## src/rtl/gf_tower_pkg.sv

```systemverilog
package gf_tower_pkg;
  localparam int unsigned SUB_W_DEF     = 6;
  localparam logic [6:0]  BASE_POLY_DEF = 7'h43;
  localparam logic [5:0]  EXT_CONST_DEF = 6'h21;
  localparam logic [11:0] GEN_DEF       = 12'hE01;

  typedef enum logic {
    OP_MUL  = 1'b0,
    OP_STEP = 1'b1
  } gf_op_e;
endpackage

```

## src/rtl/gf_sub_mul.sv

```systemverilog
// Shift-and-add multiplier over GF(2^W), one generate stage per operand bit.
module gf_sub_mul #(
  parameter int unsigned W    = 6,
  parameter logic [W:0]  POLY = 7'h43
) (
  input  logic [W-1:0] a_i,
  input  logic [W-1:0] b_i,
  output logic [W-1:0] p_o
);
  logic [W-1:0] acc [W+1];
  logic [W-1:0] sh  [W];

  assign acc[0] = '0;
  assign sh[0]  = b_i;

  for (genvar i = 0; i < W; i++) begin : g_stage
    assign acc[i+1] = a_i[i] ? (acc[i] ^ sh[i]) : acc[i];
    if (i < W - 1) begin : g_shift
      logic [W:0] dbl;
      assign dbl     = {sh[i], 1'b0};
      assign sh[i+1] = dbl[W] ? (dbl[W-1:0] ^ POLY[W-1:0]) : dbl[W-1:0];
    end
  end

  assign p_o = acc[W];
endmodule

```

## src/rtl/gf_tower_core.sv

```systemverilog
// Quadratic extension over GF(2^W): three base products plus one constant product.
module gf_tower_core #(
  parameter int unsigned W         = 6,
  parameter logic [W:0]  POLY      = 7'h43,
  parameter logic [W-1:0] EXT_CONST = 6'h21,
  localparam int unsigned FW       = 2 * W
) (
  input  logic [FW-1:0] a_i,
  input  logic [FW-1:0] b_i,
  output logic [FW-1:0] p_o
);
  logic [W-1:0] ah, al, bh, bl;
  logic [W-1:0] sum_p, low_p, high_p, cst_p;

  assign ah = a_i[FW-1:W];
  assign al = a_i[W-1:0];
  assign bh = b_i[FW-1:W];
  assign bl = b_i[W-1:0];

  gf_sub_mul #(.W(W), .POLY(POLY)) u_sum (.a_i(ah ^ al), .b_i(bh ^ bl), .p_o(sum_p));
  gf_sub_mul #(.W(W), .POLY(POLY)) u_low (.a_i(al), .b_i(bl), .p_o(low_p));
  gf_sub_mul #(.W(W), .POLY(POLY)) u_high (.a_i(ah), .b_i(bh), .p_o(high_p));
  gf_sub_mul #(.W(W), .POLY(POLY)) u_cst (.a_i(high_p), .b_i(EXT_CONST), .p_o(cst_p));

  assign p_o = {sum_p ^ low_p, cst_p ^ low_p};
endmodule

```

## src/rtl/gf4096_tower_mul.sv

```systemverilog
module gf4096_tower_mul
  import gf_tower_pkg::*;
#(
  parameter int unsigned SUB_W     = SUB_W_DEF,
  parameter logic [SUB_W:0]     BASE_POLY = BASE_POLY_DEF,
  parameter logic [SUB_W-1:0]   EXT_CONST = EXT_CONST_DEF,
  parameter logic [2*SUB_W-1:0] GEN       = GEN_DEF
) (
  input  logic                 clk_i,
  input  logic                 rst_ni,
  input  logic                 valid_i,
  input  logic                 mode_i,
  input  logic [2*SUB_W-1:0]   a_i,
  input  logic [2*SUB_W-1:0]   b_i,
  output logic                 valid_o,
  output logic [2*SUB_W-1:0]   prod_o
);
  localparam int unsigned FULL_W = 2 * SUB_W;
  localparam logic [FULL_W-1:0] ONE = FULL_W'(1);

  gf_op_e            op;
  logic              step;
  logic [FULL_W-1:0] opnd_b, core_p, nxt;
  logic              valid_q;
  logic [FULL_W-1:0] prod_q;

  assign op     = gf_op_e'(mode_i);
  assign step   = (op == OP_STEP);
  assign opnd_b = step ? GEN : b_i;

  gf_tower_core #(.W(SUB_W), .POLY(BASE_POLY), .EXT_CONST(EXT_CONST)) u_core (
    .a_i(a_i), .b_i(opnd_b), .p_o(core_p)
  );

  // step mode seeds the power walk with 1 on a zero input
  assign nxt = (step && (a_i == '0)) ? ONE : core_p;

  always_ff @(posedge clk_i or negedge rst_ni) begin
    if (!rst_ni) begin
      valid_q <= 1'b0;
      prod_q  <= '0;
    end else begin
      valid_q <= valid_i;
      if (valid_i) prod_q <= nxt;
    end
  end

  assign valid_o = valid_q;
  assign prod_o  = prod_q;

  a_r2_valid_follows: assert property (@(posedge clk_i) disable iff (!rst_ni)
    valid_i |=> valid_o);
  a_r2_idle_follows: assert property (@(posedge clk_i) disable iff (!rst_ni)
    !valid_i |=> !valid_o);
  a_r3_hold_idle: assert property (@(posedge clk_i) disable iff (!rst_ni)
    !valid_i |=> $stable(prod_o));
  a_r4_zero_operand: assert property (@(posedge clk_i) disable iff (!rst_ni)
    (valid_i && !mode_i && (a_i == '0 || b_i == '0)) |=> (prod_o == '0));
  a_r5_identity: assert property (@(posedge clk_i) disable iff (!rst_ni)
    (valid_i && !mode_i && b_i == ONE) |=> (prod_o == $past(a_i)));
  a_r8_step_seed: assert property (@(posedge clk_i) disable iff (!rst_ni)
    (valid_i && mode_i && a_i == '0) |=> (prod_o == ONE));
endmodule

```

## config.mk

```make
export PLATFORM = sky130hd
export DESIGN_NAME = gf4096_tower_mul
export DESIGN_NICKNAME = d
export VERILOG_FILES = /design/src/rtl/gf_tower_pkg.sv /design/src/rtl/gf_sub_mul.sv /design/src/rtl/gf_tower_core.sv /design/src/rtl/gf4096_tower_mul.sv
export SDC_FILE = /design/constraint.sdc
export NUM_CORES = 1
export LEC_CHECK = 0
export ABC_AREA = 1
export CAP_MARGIN = 20
export CORE_AREA = 2 2 76 78
export DETAILED_ROUTE_END_ITERATION = 7
export DIE_AREA = 0 0 78 80
export HOLD_SLACK_MARGIN = 0.12
export PLACE_DENSITY = 0.95
export SYNTH_ARGS = -nofsm -noshare
export SYNTH_HDL_FRONTEND = slang
export SYNTH_SLANG_ARGS = --single-unit
export TNS_END_PERCENT = 20
```

## constraint.sdc

```tcl
create_clock -name clk_i -period 1.2 [get_ports clk_i]
set_input_delay 0.3 -clock clk_i [delete_from_list [all_inputs] [get_ports clk_i]]
set_output_delay 0.3 -clock clk_i [all_outputs]
set_load 0.01 [all_outputs]
```

==> results of run 1 <==
==> Yosys cell counts <==
cell type	number	area share, %
nand2_2	6	1.2
xnor2_2	2	1.0
buf_2	5	0.80
nand3b_1	3	0.72
nor2_2	7	1.4
a41oi_1	1	0.28
buf_6	2	0.72
o211ai_1	1	0.24
nand3_2	1	0.32
o21ai_0	9	1.4
nor2_4	3	1.1
inv_2	5	0.60
clkbuf_1	2	0.24
inv_1	79	9.5
nor2_1	65	7.8
dfrtp_1	13	10
or2_0	1	0.20
xnor2_1	32	9.0
xor2_1	22	6.2
nand3_1	69	11
o21ai_2	1	0.28
or2_2	1	0.20
clkinv_1	1	0.12
nand4_1	3	0.60
o21bai_1	1	0.24
nor3_1	1	0.16
o21ai_1	7	1.1
nand2_1	276	33
==> through the flow <==
stage / setup WS, ns / TNS, ns / cells
3_3_place_gp: -1.19 / -13.43 / 790
2_1_floorplan: -0.339 / -3.70 / 619
3_5_place_dp: -1.33 / -14.70 / 790
==> cells by family after synthesis <==
kind of cell	Yosys count	synth area share [%]
AO/OA/AOI/OAI	20	3.60
XOR/XNOR	56	16.2
flip-flops	13	10.4
buffers and inverters	94	12.0
AND/OR/NAND/NOR	436	57.9
==> results by group, run 1 <==
Run status
  – Status: did not finish
  – Failed at: 4_1_cts
  – Error: [ERROR DPL-0033] detailed placement checks failed during check placement.

Floorplan
  – Die Wd: around 78 µm
  – Rows: 27
  – Initial core utilization: about 58%
  – Die H: 80 µm
  – # IOs: 41

Synthesis
  – Seq/Total Area, Yosys: 10.4%
  – Total of warnings raised by yosys: 0
  – Synth Net Count: ~650
  – Post-Syn Area per Cell: 5.05 µm²
  – Synthesized area: 0.00313 mm²
  – Mapped Cells: 619
  – Count of cell types in the netlist: 28
  – #FFs+latches synth: 13

Placement
  – Dpl hpwl: 9340 µm
  – Gp weighted congestion: 0.979
  – Placed cell area: 0.00431 mm²
  – Buffers on Ports: 40

CTS
  – Root buffer cell: clkbuf_8
  – CTS resizes: 242
  – Clock Tree Buf Depth: 2
  – Post-CTS setup buffers: 33
  – CTS Buf Count: 3
  – CTS H-tree lvls: 1
  – Sink Count: 13
  – CTS Hold Bufs: 0
==> run 2, diff against run 1 <==
--- a/config.mk
+++ b/config.mk
@@ -7,11 +7,10 @@
 export LEC_CHECK = 0
 export ABC_AREA = 1
 export CAP_MARGIN = 20
-export CORE_AREA = 2 2 76 78
+export CORE_AREA = 2 2 92 94
 export DETAILED_ROUTE_END_ITERATION = 7
-export DIE_AREA = 0 0 78 80
-export HOLD_SLACK_MARGIN = 0.12
-export PLACE_DENSITY = 0.95
+export DIE_AREA = 0 0 94 96
+export PLACE_DENSITY_LB_ADDON = 0.15
 export SYNTH_ARGS = -nofsm -noshare
 export SYNTH_HDL_FRONTEND = slang
 export SYNTH_SLANG_ARGS = --single-unit
==> run 2 against run 1 <==
  * The flow now finishes, with violations (setup timing)
  * Synthesized cell count is the same
  * Area after synthesis unchanged
==> results by group, run 2 <==
Run status
  – Status: complete, but fails checks (was did not finish)
  – Failing checks: setup timing

Timing
  – Worst Slack Setup Final: -0.492 ns
  – Highest Clock Rate: 0.591 GHz
  – Slew Viols, Final: 0
  – Worst-Margin Slew: 0.275 ns
  – Period utilisation layout: 141%
  – Relative slew slack: 81.4%
  – # setup viols final: 12
  – Skew final: 0 ns
  – Hold Fails Final Rpt: 0
  – Final min period: ~1.7 ns
  – RSZ-0062 raised after global routing: true
  – Hold_ws: 0.361 ns

Detailed routing
  – Met2 wire length: ~6000 µm
  – Avg WL per Cell: 13.4 µm
  – Uppermost layer routed: met4
  – Met3 wire length: 283 µm
  – Post-Route WL: ~12000 µm
  – Routed vias/inst: 4.92
  – Pre-Repair DR Iteration Count: 4
  – Wl on met1: 4990 µm
  – DR vias: 4241
  – DRC: 0
  – Remaining antenna violation count: 0
  – Starting DRC count in detailed routing: 225

Finish
  – Fin area: 0.00547 mm²
  – Max reg flops: 12
  – Commonest non-fill, non-tap cell in the layout: nand2_1
  – Antenna diode count: 0
  – Fraction of layout cells with a size suffix above 1: 45.4%
  – Final nets: 786
  – Commonest non-fill, non-tap cells in the layout: 188 x nand2_1, 82 x buf_4, 63 x nand2_2
  – Fin util: about two thirds
  – Synth-to-Final Area Change: 75.0%

Synthesis
  – Synth top area share: 33.1% (unchanged)
  – Synth Net Count: 647 (unchanged)
  – Ys async rst share: 100% (unchanged)
  – Post-synth top cells: 276 x nand2_1, 79 x inv_1, 69 x nand3_1 (unchanged)
  – Yosys top cell by area: nand2_1 (unchanged)
  – #FFs+latches synth: 13 (unchanged)
  – Seq/Total Area, Yosys: 10.4% (unchanged)
  – Total of warnings raised by yosys: 0 (unchanged)
  – Mapped Cells: 619 (unchanged)
  – Ys flop type: dfrtp_1 (unchanged)
  – Post-Syn Area per Cell: 5.05 µm² (unchanged)
  – Count leader, synth: nand2_1 (unchanged)
  – Synthesized area: 0.00313 mm² (unchanged)
  – Number of flops mapped to enable cells by yosys: 0 (unchanged)
  – Top cells by area in the synthesized netlist: nand2_1 33%, nand3_1 11%, dfrtp_1 10% (unchanged)
  – Count of cell types in the netlist: 28 (unchanged)

Placement
  – Buffers on Ports: 40 (unchanged)
  – Placed cell area: 0.00446 mm² (was 0.00431 mm²)
  – Gp weighted congestion: 0.903 (was 0.979)
  – Dpl hpwl: 9010 µm (was 9340 µm)
  – Setup WS pre-CTS: -1.25 ns (was -1.33 ns)

Global routing
  – Largest net degree at the start of global routing: 14
  – Initial antenna violation count: 0
  – First-pass GRT wire length: 18600 µm
  – Gr ovfl total: 0
  – GRT Util Overall: 25.7%
  – Vias in the first global route: 4053

CTS
  – Clock Tree Buf Depth: 2 (unchanged)
  – CTS H-tree lvls: 1 (unchanged)
  – Skew-Pair Late Insertion Delay: 0.24 ns
  – Root buffer cell: clkbuf_8 (unchanged)
  – Reg clk slew, reported paths: 0.05 ns
  – CTS Buf Count: 3 (unchanged)
  – Sink Count: 13 (unchanged)
  – TritonCTS clock tree: yes

Power and ir drop
  – LEAKAGE: roughly 0.0028 µW
  – Final Power: 3950 µW
  – Worst vdd ir: 0.370 mV
  – Power Density: 723 mW/mm²

Critical path
  – Worst path cell trace: buf_12 -> buf_12 -> nor2_4 -> buf_4 -> nand2_4 -> nand2_8 -> inv_8 -> nand2_4 -> nand3_4 -> nand2_1 -> inv_1 -> nor2_1 -> nand2_2 -> nand3_2 -> nand3_2 -> nand3_1 -> nand2_1
  – Reg2Reg Depth: 3
  – Critical path's slowest cell: buf_12
  – FF-to-FF End: prod_o[0]
  – Setup crit start kind: input pin
  – RR Startpoint: prod_o[0]
  – CP Max Fanout: 6
  – CP endpoint kind: flip-flop
  – Worst path required time: 1.33 ns
  – Critical path's largest stage delay: 0.14 ns
  – Crit path kind: in -> reg
  – FF-to-FF setup slack: about 0.33 ns
  – Crit. Startpoint: mode_i
  – Crit path DAT: between 1.5 and 2 ns

Floorplan
  – # IOs: 41 (unchanged)
  – Rows: 33 (was 27)
  – CORE AREA: between 0.008 and 0.009 mm²
  – Die ar.: approximately 0.009 mm²
  – Die H: 96 µm (was 80 µm)
  – Initial core utilization: 38.8% (was 57.8%)
  – Die Wd: 94 µm (was 78 µm)

Min path
  – Hold WC Path Type: in -> async

Run
  – Number of max-cap violations: 0
[run 2: cell counts after synthesis]
Identical to the previous run, type by type.
[run 2: cells by family (layout without fill, tap and decap cells)]
| group | count (synthesis) | in the layout | synth area share [%] |
|---|---|---|---|
| AO/OA/AOI/OAI | 20 | 20 | 3.60 |
| buffers and inverters | 94 | 232 | 12.0 |
| flip-flops | 13 | 13 | 10.4 |
| AND/OR/NAND/NOR | 436 | 436 | 57.9 |
| XOR/XNOR | 56 | 56 | 16.2 |
[run 2: worst max path at each step]
stage,end,slack [ns],cells past startpoint
4_1_cts,prod_o[0],-0.46,19
3_3_place_gp,prod_o[1],-1.21,12
6_report,prod_o[8],-0.49,17
2_1_floorplan,prod_o[10],-0.34,14
3_5_place_dp,prod_o[1],-1.25,12
5_1_grt,prod_o[11],-0.61,15
[run 2: where the power goes]
group / internal, µW / switching (µW) / leakage, µW
clock network: 234 / 142 / 0.0000228
registers: 559 / 59.3 / 0.000155
logic: 1270 / 1690 / 0.00265
[run 2: final cells by class]
cell class / count / area [µm²]
Tap cell: 105 / 131
Sequential cell: 13 / 325
Timing Repair Buffer: 142 / 1210
Clock buffer: 4 / 45.0
Inverter: 85 / 350
Multi-Input combinational cell: 512 / 3400
Timing Repair inverter: 1 / 7.51
Fill cell: 701 / 2580
[run 2: what timing repair did]
action / 4_1_cts / 5_1_grt
gates resized for setup: 228 / 105
setup endpoints to repair: 25 / 22
pin swaps: 75 / 73
gates cloned: 1 / 0
hold buffers: 0 / 0
buffers inserted: 11 / 7
[run 2: worst max-delay path, delay by kind of cell]
kind                   cells  cell delay (ns)
buffers and inverters      5             0.48
and+or+nand+nor           12             1.03
[run 2: stage by stage]
step | setup TNS [ns] | cells
after detailed placement | -14.00 | 839
after global placement | -13.47 | 839
final | -5.38 | 862
after floorplan | -3.70 | 619
after global routing | -6.73 | 862
after CTS | -5.15 | 855
[run 2: layer usage]
metal | global-route usage [%] | vias to the layer above
met3 | 1.10 | 19
met5 | 0 | -
met1 | 32.3 | 1960
met2 | 47.4 | 92
met4 | 7.97 | 0
li1 | - | 2170
(Power assumes the default switching activity.)
==> run 3, diff against run 2 <==
--- a/config.mk
+++ b/config.mk
@@ -11,6 +11,7 @@
 export DETAILED_ROUTE_END_ITERATION = 7
 export DIE_AREA = 0 0 94 96
 export PLACE_DENSITY_LB_ADDON = 0.15
+export SKIP_CTS_REPAIR_TIMING = 1
 export SYNTH_ARGS = -nofsm -noshare
 export SYNTH_HDL_FRONTEND = slang
 export SYNTH_SLANG_ARGS = --single-unit
==> constraint.sdc (replaced) <==
create_clock -name clk_i -period 1.5 [get_ports clk_i]
set_input_delay 0.375 -clock clk_i [delete_from_list [all_inputs] [get_ports clk_i]]
set_output_delay 0.375 -clock clk_i [all_outputs]
set_load 0.01 [all_outputs]
==> run 3 against run 2 <==
  * Critical endpoint is now prod_o[11]
  * Sequential share of layout area is 0.21 points higher
  * Core utilization is 2.3 points lower
  * Sequential cell count stayed put
  * The run still ends with setup timing left
  * Global-route usage is 2.1 points lower
  * First-iteration DRC count is 27% lower
  * Cell count is 1.4% lower
  * Combinational power is 23% lower
  * Final area is 3.4% lower
  * Worst hold slack better by 0.072 ns
  * Register-to-register slack better by 0.31 ns
  * Total power is 22% lower
==> results by group, run 3 (synthesis gave the netlist of run 2 again) <==
Detailed routing
  – Routed vias/inst: 4.93 (was 4.92)
  – Remaining antenna violation count: 0 (unchanged)
  – Starting DRC count in detailed routing: 165 (was 225)
  – DR vias: 4194 (was 4241)
  – Pre-Repair DR Iteration Count: 5 (was 4)
  – DRC: 0 (unchanged)
  – Post-Route WL: 11300 µm (was 11500 µm)
  – Avg WL per Cell: 13.3 µm (was 13.4 µm)

Finish
  – Fraction of layout cells with a size suffix above 1: 41.7% (was 45.4%)
  – Max reg flops: 12 (unchanged)
  – Commonest non-fill, non-tap cell in the layout: nand2_1 (unchanged)
  – Synth-to-Final Area Change: 69.1% (was 75.0%)
  – Commonest non-fill, non-tap cells in the layout: 180 x nand2_1, 77 x buf_4, 71 x nand2_2 (was 188 x nand2_1, 82 x buf_4, 63 x nand2_2)
  – Fin cells: 850 (was 862)
  – Fin area: 0.00529 mm² (was 0.00547 mm²)
  – Antenna diode count: 0 (unchanged)
  – Final nets: 774 (was 786)

CTS
  – Sink Count: 13 (unchanged)
  – CTS H-tree lvls: 1 (unchanged)
  – Reg clk slew, reported paths: 0.05 ns (about the same)
  – Skew-Pair Late Insertion Delay: 0.24 ns (about the same)
  – Root buffer cell: clkbuf_8 (unchanged)
  – TritonCTS clock tree: yes (unchanged)
  – Clock Tree Buf Depth: 2 (unchanged)
  – CTS Buf Count: 3 (unchanged)

Timing
  – Worst-Margin Slew: 0.410 ns (was 0.275 ns)
  – # setup viols final: 12 (unchanged)
  – Slew Viols, Final: 0 (unchanged)
  – Worst Slack Setup Final: -0.325 ns (was -0.492 ns)
  – Hold Fails Final Rpt: 0 (unchanged)
  – Final min period: approximately 1.8 ns
  – RSZ-0062 raised after global routing: true (unchanged)
  – Highest Clock Rate: around 0.55 GHz
  – Relative slew slack: 72.6% (was 81.4%)
  – Skew final: 0 ns (unchanged)
  – Period utilisation layout: 122%

Floorplan
  – CORE AREA: 0.00805 mm² (unchanged)
  – # IOs: 41 (unchanged)
  – Rows: 33 (unchanged)
  – Initial core utilization: 38.8% (unchanged)
  – Die H: 96 µm (unchanged)
  – Die ar.: 0.00902 mm² (unchanged)
  – Die Wd: 94 µm (unchanged)

Global routing
  – First-pass GRT wire length: 17000 µm (was 18600 µm)
  – Initial antenna violation count: 0 (unchanged)
  – Largest net degree at the start of global routing: 14 (unchanged)
  – Gr ovfl total: 0 (unchanged)
  – GRT Util Overall: 23.6% (was 25.7%)
  – Vias in the first global route: 3641 (was 4053)

Run
  – Number of max-cap violations: 0 (unchanged)

Placement
  – Setup WS pre-CTS: -1.01 ns (was -1.25 ns)
  – Dpl hpwl: 8750 µm (was 9010 µm)
  – Placed cells: 836 (was 839)
  – Gp weighted congestion: 0.889 (was 0.903)
  – Placed cell area: 0.00444 mm² (was 0.00446 mm²)
  – Buffers on Ports: 40 (unchanged)

Critical path
  – Crit. Startpoint: mode_i (unchanged)
  – RR Startpoint: prod_o[0] (unchanged)
  – CP endpoint kind: flip-flop (unchanged)
  – CP Max Fanout: 6 (unchanged)
  – Crit path DAT: 1.96 ns (was 1.82 ns)
  – Crit path kind: in -> reg (unchanged)
  – Worst path required time: 1.63 ns (was 1.33 ns)
  – Setup crit start kind: input pin (unchanged)

Run status
  – Failing checks: setup timing (unchanged)
  – Status: complete, but fails checks (unchanged)

Power and ir drop
  – LEAKAGE: 0.00300 µW (was 0.00283 µW)
  – Worst vdd ir: 0.298 mV (was 0.370 mV)
  – Final Power: 3080 µW (was 3950 µW)
  – Power Density: 582 mW/mm² (was 723 mW/mm²)

Min path
  – Hold WC Path Type: in -> async (unchanged)
==> run 3: cell types whose count changed in the layout (fill, tap and decap cells not counted), moves of 8 or more <==
| cell | previous run | this run |
|---|---|---|
| nand2_2 | 63 | 71 |
| nor2_4 | 28 | 18 |
| clkdlybuf4s15_1 | 14 | 0 |
| dlymetal6s2s_1 | 0 | 30 |
| buf_2 | 8 | 0 |
| nand2_1 | 188 | 180 |
==> run 3: power by group <==
part / total [µW] / switching [µW] / internal, µW
clock network: 302 / 115 / 187
logic: 2290 / 1290 / 993
registers: 491 / 43.7 / 447
total: 3080 / 1450 / 1630
==> run 3: cell type report <==
cell class	instances	area, µm²
timing repair buffer	130	1200
clock buffer	4	45.0
timing repair inverter	1	7.51
multi-input combinational	512	3240
inverter	85	340
fill	717	2760
tap	105	131
sequential	13	325
==> run 3: worst paths after layout <==
kind                               to  slack (ns)  cells after the start
hold / removal                valid_o        0.43                      2
max in group asynchronous   prod_o[8]        0.91                      2
setup reg to reg            prod_o[0]        0.64                      3
hold reg to reg            prod_o[10]        0.47                      2
min in group clk_i         prod_o[10]        0.47                      2
setup / recovery           prod_o[11]       -0.32                     15
==> run 3: through the flow <==
step	hold slack [ns]	utilization (%)	setup TNS (ns)
after detailed placement	0.470	55.2	-11.30
after global placement	0.464	55.2	-10.85
after CTS	0.437	55.7	-8.26
after floorplan	0.0794	-	-1.01
final	0.433	65.7	-2.91
after global routing	0.453	65.7	-4.26
==> run 3: per-layer routing <==
metal  share of wire, %  wire (µm)  track usage, %
met1                 44       5030            31.0
met2                 50       5690            41.3
met3                3.3        379            1.57
met4                2.1        233            7.37
met5                  0          0               0
==> run 3: critical path, cell delays in order <==
cell	delay, ns
buf_12	0.10
clkinvlp_4	0.21
nand2_4	0.20
inv_4	0.05
nand2_2	0.08
xor2_1	0.21
nand2_1	0.14
nand2_1	0.09
nand2_1	0.08
nand2_4	0.10
nand3_2	0.07
nand2_1	0.07
nand2_1	0.05
nand3_1	0.08
nand2_1	0.05
